### src/rtl/sclk_gen_pkg.sv
package sclk_gen_pkg;
  localparam int unsigned FIELD_W = 6;
  localparam int unsigned LO_LSB  = 0;
  localparam int unsigned HI_LSB  = LO_LSB + FIELD_W;
  localparam int unsigned DIV_LSB = HI_LSB + FIELD_W;

  typedef struct packed {
    logic [FIELD_W-1:0] div;
    logic [FIELD_W-1:0] hi;
    logic [FIELD_W-1:0] lo;
  } clk_fields_t;
endpackage

### src/rtl/sclk_cfg_decode.sv
module sclk_cfg_decode
  import sclk_gen_pkg::*;
#(
  parameter int unsigned CFG_W = 32
) (
  input  logic [CFG_W-1:0] cfg_i,
  output clk_fields_t      fields_o
);
  localparam logic [FIELD_W-1:0] MIN_DIV = FIELD_W'(1);

  logic [FIELD_W-1:0] raw_div;

  always_comb begin
    raw_div      = cfg_i[DIV_LSB +: FIELD_W];
    fields_o.div = (raw_div == '0) ? MIN_DIV : raw_div;
    fields_o.hi  = cfg_i[HI_LSB +: FIELD_W];
    fields_o.lo  = cfg_i[LO_LSB +: FIELD_W];
  end


  always_comb begin
    min_div_chk: assert (fields_o.div != '0);
  end
endmodule

### src/rtl/sclk_phase_counter.sv
module sclk_phase_counter #(
  parameter int unsigned CNT_W = 6
) (
  input  logic             clk,
  input  logic             rst_n,
  input  logic             run_i,
  input  logic [CNT_W-1:0] div_i,
  output logic [CNT_W-1:0] cnt_o
);
  always_ff @(posedge clk) begin
    if (!rst_n || !run_i) begin
      cnt_o <= '0;
    end else if (cnt_o >= div_i) begin
      cnt_o <= '0;
    end else begin
      cnt_o <= cnt_o + CNT_W'(1);
    end
  end


  restart_zero_chk: assert property (@(posedge clk) disable iff (!rst_n)
    $rose(run_i) |-> (cnt_o == '0));


  step_chk: assert property (@(posedge clk) disable iff (!rst_n)
    (run_i && $past(run_i) && $stable(div_i) && $past(cnt_o) < div_i)
      |-> (cnt_o == $past(cnt_o) + CNT_W'(1)));
endmodule

### src/rtl/sclk_edge_gen.sv
module sclk_edge_gen #(
  parameter int unsigned CNT_W = 6
) (
  input  logic             clk,
  input  logic             rst_n,
  input  logic             run_i,
  input  logic [CNT_W-1:0] cnt_i,
  input  logic [CNT_W-1:0] hi_i,
  input  logic [CNT_W-1:0] lo_i,
  output logic             sclk_o,
  output logic             rise_o,
  output logic             fall_o
);
  logic lvl_nxt;

  always_comb begin
    lvl_nxt = sclk_o;
    if (cnt_i == hi_i) lvl_nxt = 1'b1;
    if (cnt_i == lo_i) lvl_nxt = 1'b0;
  end

  always_ff @(posedge clk) begin
    if (!rst_n || !run_i) begin
      sclk_o <= 1'b0;
      rise_o <= 1'b0;
      fall_o <= 1'b0;
    end else begin
      sclk_o <= lvl_nxt;
      rise_o <= lvl_nxt & ~sclk_o;
      fall_o <= ~lvl_nxt & sclk_o;
    end
  end


  edges_exclusive_chk: assert property (@(posedge clk) disable iff (!rst_n)
    !(rise_o && fall_o));


  rise_match_chk: assert property (@(posedge clk) disable iff (!rst_n)
    rise_o |-> (sclk_o && !$past(sclk_o)));


  idle_low_chk: assert property (@(posedge clk) disable iff (!rst_n)
    !run_i |=> (!sclk_o && !rise_o && !fall_o));
endmodule

### src/rtl/sclk_gen.sv
module sclk_gen
  import sclk_gen_pkg::*;
#(
  parameter int unsigned CFG_W = 32
) (
  input  logic             clk,
  input  logic             rst_n,
  input  logic             active_i,
  input  logic [CFG_W-1:0] cfg_i,
  output logic             sclk_o,
  output logic             rise_o,
  output logic             fall_o
);
  clk_fields_t        fields;
  logic [FIELD_W-1:0] phase;

  sclk_cfg_decode #(.CFG_W(CFG_W)) u_decode (
    .cfg_i    (cfg_i),
    .fields_o (fields)
  );

  sclk_phase_counter #(.CNT_W(FIELD_W)) u_counter (
    .clk   (clk),
    .rst_n (rst_n),
    .run_i (active_i),
    .div_i (fields.div),
    .cnt_o (phase)
  );

  sclk_edge_gen #(.CNT_W(FIELD_W)) u_edges (
    .clk    (clk),
    .rst_n  (rst_n),
    .run_i  (active_i),
    .cnt_i  (phase),
    .hi_i   (fields.hi),
    .lo_i   (fields.lo),
    .sclk_o (sclk_o),
    .rise_o (rise_o),
    .fall_o (fall_o)
  );


  reset_quiet_chk: assert property (@(posedge clk)
    !rst_n |=> (!sclk_o && !rise_o && !fall_o));
endmodule

### config.mk
export PLATFORM = sky130hd
export DESIGN_NAME = sclk_gen
export DESIGN_NICKNAME = d
export VERILOG_FILES = /design/src/rtl/sclk_gen_pkg.sv /design/src/rtl/sclk_cfg_decode.sv /design/src/rtl/sclk_phase_counter.sv /design/src/rtl/sclk_edge_gen.sv /design/src/rtl/sclk_gen.sv
export SDC_FILE = /design/constraint.sdc
export NUM_CORES = 1
export LEC_CHECK = 0
export ABC_CLOCK_PERIOD_IN_PS = 5230
export BUFFER_PORTS_ARGS = -buffer_cell sky130_fd_sc_hd__clkbuf_2
export CAP_MARGIN = 10
export CORE_AREA = 8 8 49 51
export DETAILED_ROUTE_END_ITERATION = 16
export DIE_AREA = 0 0 57 59
export MAX_ROUTING_LAYER = met4
export PLACE_DENSITY = 0.9
export SLEW_MARGIN = 40
export SYNTH_ARGS = -nofsm -noshare
export SYNTH_HDL_FRONTEND = slang
export SYNTH_HIERARCHICAL = 1
export SYNTH_SLANG_ARGS = --single-unit
### constraint.sdc
create_clock -name clk -period 5.23 [get_ports clk]
set_input_delay 0.523 -clock clk [delete_from_list [all_inputs] [get_ports clk]]
set_output_delay 0.523 -clock clk [all_outputs]
set_load 0.01 [all_outputs]
Yosys cells after proc, flatten, opt, wreduce, memory -nomap -nowiden
Index checks and enable logic that the tools add are counted.
{ "totals": {"regBits": 9, "inputBits": 35, "output_inout_bits": 3, "elab_cells": 20} }
{ "op_classes": {"add_sub_neg": 1, "order_cmp": 1, "eq_ne": 2, "mux": 3, "bitwise_logic": 4, "reduce_logical": 5} }
{ "op_table": {"columns": ["operator", "count"], "rows": [
  ["$eq A6 B6 Y1", 2],
  ["$add A6 B1 Y6 const B", 1],
  ["$ge A6 B6 Y1", 1],
  ["$logic_not A6 Y1", 1],
  ["$mux W6", 1],
  ["$and A1 B1 Y1", 2],
  ["$logic_not A1 Y1", 2],
  ["$mux W1", 2],
  ["$not A1 Y1", 2],
  ["$reduce_or A2 Y1", 1],
  ["$logic_or A1 B1 Y1", 1]
]} }

Logic depth before layout (Yosys ltp)
{ "logic_depth": {"ltp_word": 5, "mapped_depth": 6, "ltp_nobuf": 6} }

Hierarchy
The synthesis kept the hierarchy.
{ "by_module_without_submodules": {"columns": ["mod", "n_inst", "cells_each", "area_each_um2", "seq_area_each_um2"], "rows": [
  ["sclk_phase_counter", 1, 44, 392.9, 120.1],
  ["sclk_edge_gen", 1, 28, 241.5, 60.1],
  ["sclk_cfg_decode", 1, 19, 130.1, 0.0]
]} }

Worst setup path after synthesis
OpenSTA, ideal clock, no wires.
{ "synth_path": {"kind": "input port to flip-flop", "start": "in cfg_i[13]", "end": "reg u_counter.cnt_o[5]", "setup_ns": 0.086, "arrival_time_ns": 1.966, "required_time_ns": 5.144, "path_slack_ns": 3.177, "stages": 6, "path_cell_list": "or4_1 -> o21bai_1 -> ha_1 -> nand2b_1 -> a21o_1 -> a221oi_2"} }
{ "synth_rtl": {"columns": ["element", "line", "rtl"], "rows": [
  ["from (decl)", "sclk_gen.sv:9", "input logic [CFG_W-1:0] cfg_i,"],
  ["to (signal assigned)", "sclk_phase_counter.sv:16", "cnt_o <= cnt_o + CNT_W'(1);"],
  ["to (decl)", "sclk_phase_counter.sv:8", "output logic [CNT_W-1:0] cnt_o"]
]} }

==> results.py <==
metrics = {
    "run_status": {
        "status": "finished clean",
    },
    "critical_path": {
        "timing.critical_path.fanout_max": 6,
        "worst_ep_arrival_time_ps": 2150,
        "cp_cell_sequence": "clkbuf_2 -> or4_1 -> o21bai_1 -> ha_1 -> nand2b_1 -> a21o_1 -> a211oi_1",
        "critPathLaunchType": "primary input",
        "cp.buffers_inverters": 1,
        "critical_path.top_delay_family": "simple AND/OR/NAND/NOR gates",
        "timing.critical_path.slowest_stage_cell": "sky130_fd_sc_hd__or4_1",
        "endpoint_kind": "register",
        "worst_path_largest_cell_delay_ps": 520,
        "cp.required_ps": 5390,
        "path_class": "in -> reg",
    },
    "route": {
        "wl_per_cell_um": 13.25,
        "drt_first_iter_violations": 7,
        "post-route-drc-count": 0,
        "routed_wirelength_um": 1564,
        "antenna_violating_nets_post_route": 0,
        "detailedRoute.firstPassIterationCount": 4,
        "avgViaCountPerCell": 5.119,
        "num_vias": 604,
    },
    "cts": {
        "max-clock-path-buffers": 2,
        "clkSinkCount": 9,
        "insertion_delay_ps": 260,
        "cts_tree": "built",
        "cts_htree_levels": 1,
        "cts_hold_buf": 0,
        "post_cts_resized": 0,
        "cts-root-buf": "sky130_fd_sc_hd__clkbuf_4",
        "cts.repair_timing.setup_buffer_count": 0,
        "clk_pin_slew_worst_paths_ps": 60,
        "cts_buffers": 3,
    },
    "global_route": {
        "global_route.usage.met1": 0.08911,
        "global_route.usage.met3": 0.04506,
        "grt_overflow_total": 0,
        "global_route.usage.total": 0.1010,
        "grt_max_degree": 8,
        "busiest_layer": "met2",
        "number_of_antenna_violations_at_the_first_check_in_global_routing": 0,
        "grt_pass1_vias": 662,
        "met2_usage": 0.1798,
        "grt_first_pass_wirelength_um": 2697,
    },
    "synth": {
        "synth.ff_latch_count": 9,
        "yosys.area.top_type_share": 0.2357,
        "yosys.area.top_type": "sky130_fd_sc_hd__dfxtp_1",
        "postSynthNetCount": 133,
        "synth.yosys.seq_area_share": 0.2357,
        "syn-mean-instance-area_um2": 8.401,
        "netlist_area_um2": 764.5,
        "synth_cells": 91,
        "yosys-top-cells-area": "sky130_fd_sc_hd__dfxtp_1 (24%), sky130_fd_sc_hd__xor2_1 (14%), sky130_fd_sc_hd__buf_4 (12%)",
        "yosys_warnings": 6,
        "synth.distinct_cells": 26,
    },
    "layout": {
        "layout.core_utilization": 0.4917,
        "layout-drive-gt1-share": 0.2772,
        "finalNetCount": 144,
        "num_antenna_cells": 0,
        "layout-area-overhead-vs-synth_pct": 6.219,
    },
    "job": {
        "max_cap_violations": 0,
    },
    "timing": {
        "final_setup_skew_ps": 6.579,
        "finalMaxSlewViolations": 0,
        "setup_violations": 0,
        "postLayoutSetupSlackWorst_ps": 3244,
        "max_freq_ghz": 0.5036,
        "setup_repair_after_global_routing_missed_its_margin": "no",
        "worst-slew-pin-transition_ps": 541.0,
        "setup_total_negative_slack_ps": 0,
        "finalWorstPathRequiredPeriod_ps": 1986,
        "maxSlewHeadroom": 0.6378,
        "hold_violation_count_in_the_final_report": 0,
        "fin_crit_sh": 0.3797,
    },
    "pwr": {
        "finalPower_w": 0.0001526,
        "power.density_cell_area_nw_per_um2": 187.9,
        "vdd.ir_drop.worst_v": 0.00006217,
        "p_leak_nw": 0.4002,
    },
    "die": {
        "pin_count": 38,
        "rows": 15,
        "area_of_the_core_um2": 1652,
        "die_y_um": 59,
        "die-area_um2": 3363,
        "start_util": 0.4629,
        "die_width_um": 57,
    },
    "min_path": {
        "worst_hold_path_type": "reg -> reg",
    },
    "place": {
        "port-buffer-count": 23,
        "place_ws_ps": 3001,
        "place.gp.congestion": 0.7564,
        "hpwlAfterDp_um": 1318,
    },
}
worst min-delay path: stages (launching register included):
cell	delay, ps
sky130_fd_sc_hd__dfxtp_1	340
sky130_fd_sc_hd__nand3_1	80
sky130_fd_sc_hd__nor2_1	40
cells in the mapped netlist:
master / n
sky130_fd_sc_hd__buf_4: 12
sky130_fd_sc_hd__xor2_1: 12
sky130_fd_sc_hd__dfxtp_1: 9
sky130_fd_sc_hd__ha_1: 7
sky130_fd_sc_hd__inv_1: 7
sky130_fd_sc_hd__nand2_1: 6
sky130_fd_sc_hd__a211oi_1: 5
sky130_fd_sc_hd__nand3_1: 5
sky130_fd_sc_hd__nor2_1: 5
sky130_fd_sc_hd__clkbuf_1: 4
sky130_fd_sc_hd__xnor2_1: 3
sky130_fd_sc_hd__a31oi_1: 2
sky130_fd_sc_hd__a21o_1: 1
sky130_fd_sc_hd__a21oi_1: 1
sky130_fd_sc_hd__a221oi_2: 1
sky130_fd_sc_hd__and3b_1: 1
sky130_fd_sc_hd__and4bb_1: 1
sky130_fd_sc_hd__dlygate4sd3_1: 1
sky130_fd_sc_hd__nand2b_1: 1
sky130_fd_sc_hd__nor2b_1: 1
sky130_fd_sc_hd__nor4_2: 1
sky130_fd_sc_hd__o211ai_1: 1
sky130_fd_sc_hd__o21ai_0: 1
sky130_fd_sc_hd__o21bai_1: 1
sky130_fd_sc_hd__or3_1: 1
sky130_fd_sc_hd__or4_1: 1
per-stage QoR:
stage / instances / hold slack (ps) / area [µm²]
6_report: 118 / 487.9 / 812.0
5_1_grt: 118 / 537.1 / 812.0
4_1_cts: 118 / 505.7 / 812.0
3_5_place_dp: 114 / 498.3 / 785.8
3_3_place_gp: 114 / 462.4 / 785.8
2_1_floorplan: 91 / 486.3 / 764.5
worst paths after layout:
kind                      startpoint                  to  slack (ps)  cells after the start
hold reg to reg       u_edges/sclk_o      u_edges/fall_o         490                      2
hold / removal        u_edges/sclk_o      u_edges/fall_o         490                      2
setup reg to reg  u_counter/cnt_o[0]  u_counter/cnt_o[4]        3660                      5
setup / recovery           cfg_i[13]  u_counter/cnt_o[4]        3240                      7
flip-flops by register name, indices dropped and copies added (netlist names):
register / flops
u_edges/sclk_o: 1
u_counter/cnt_o: 6
u_edges/fall_o: 1
u_edges/rise_o: 1
report_power, final:
| group | switching, W | internal [W] |
|---|---|---|
| clock network | 0.0000248 | 0.0000294 |
| registers | 0.00000185 | 0.0000694 |
| logic | 0.0000135 | 0.0000135 |
| total | 0.0000402 | 0.000112 |
cells by family (layout without fill, tap and decap cells):
logic type | Yosys count | in the layout | share of synthesized area
buf+inv | 24 | 34 | 0.1849
xor+xnor | 15 | 15 | 0.1719
flops | 9 | 9 | 0.2357
fa+ha+maj | 7 | 7 | 0.1146
simple gates | 23 | 23 | 0.1653
compound gates | 13 | 13 | 0.1277
final cells by class:
type | count | area (µm²)
well taps | 17 | 21.27
inverters | 7 | 26.28
clock buffers | 4 | 26.28
repair buffers | 23 | 115.1
multi-input cells | 58 | 442.9
flip-flops and latches | 9 | 180.2
fillers | 158 | 839.6
cells in the final DEF, fill, tap and decap left out, drive strengths merged, types with 2 or more instances in the layout:
cell and instances:
xnor2 3, nand2 6, nand3 5, clkbuf 27, a31oi 2, ha 7
a211oi 5, inv 7, dfxtp 9, nor2 5, xor2 12
layer usage:
layer | wire (µm) | up-vias
li1 | - | 318
met1 | 577 | 267
met2 | 818 | 17
met3 | 154 | 2
met4 | 13 | 0
met5 | 0 | -
No activity file was read; power rests on OpenSTA's default activity.
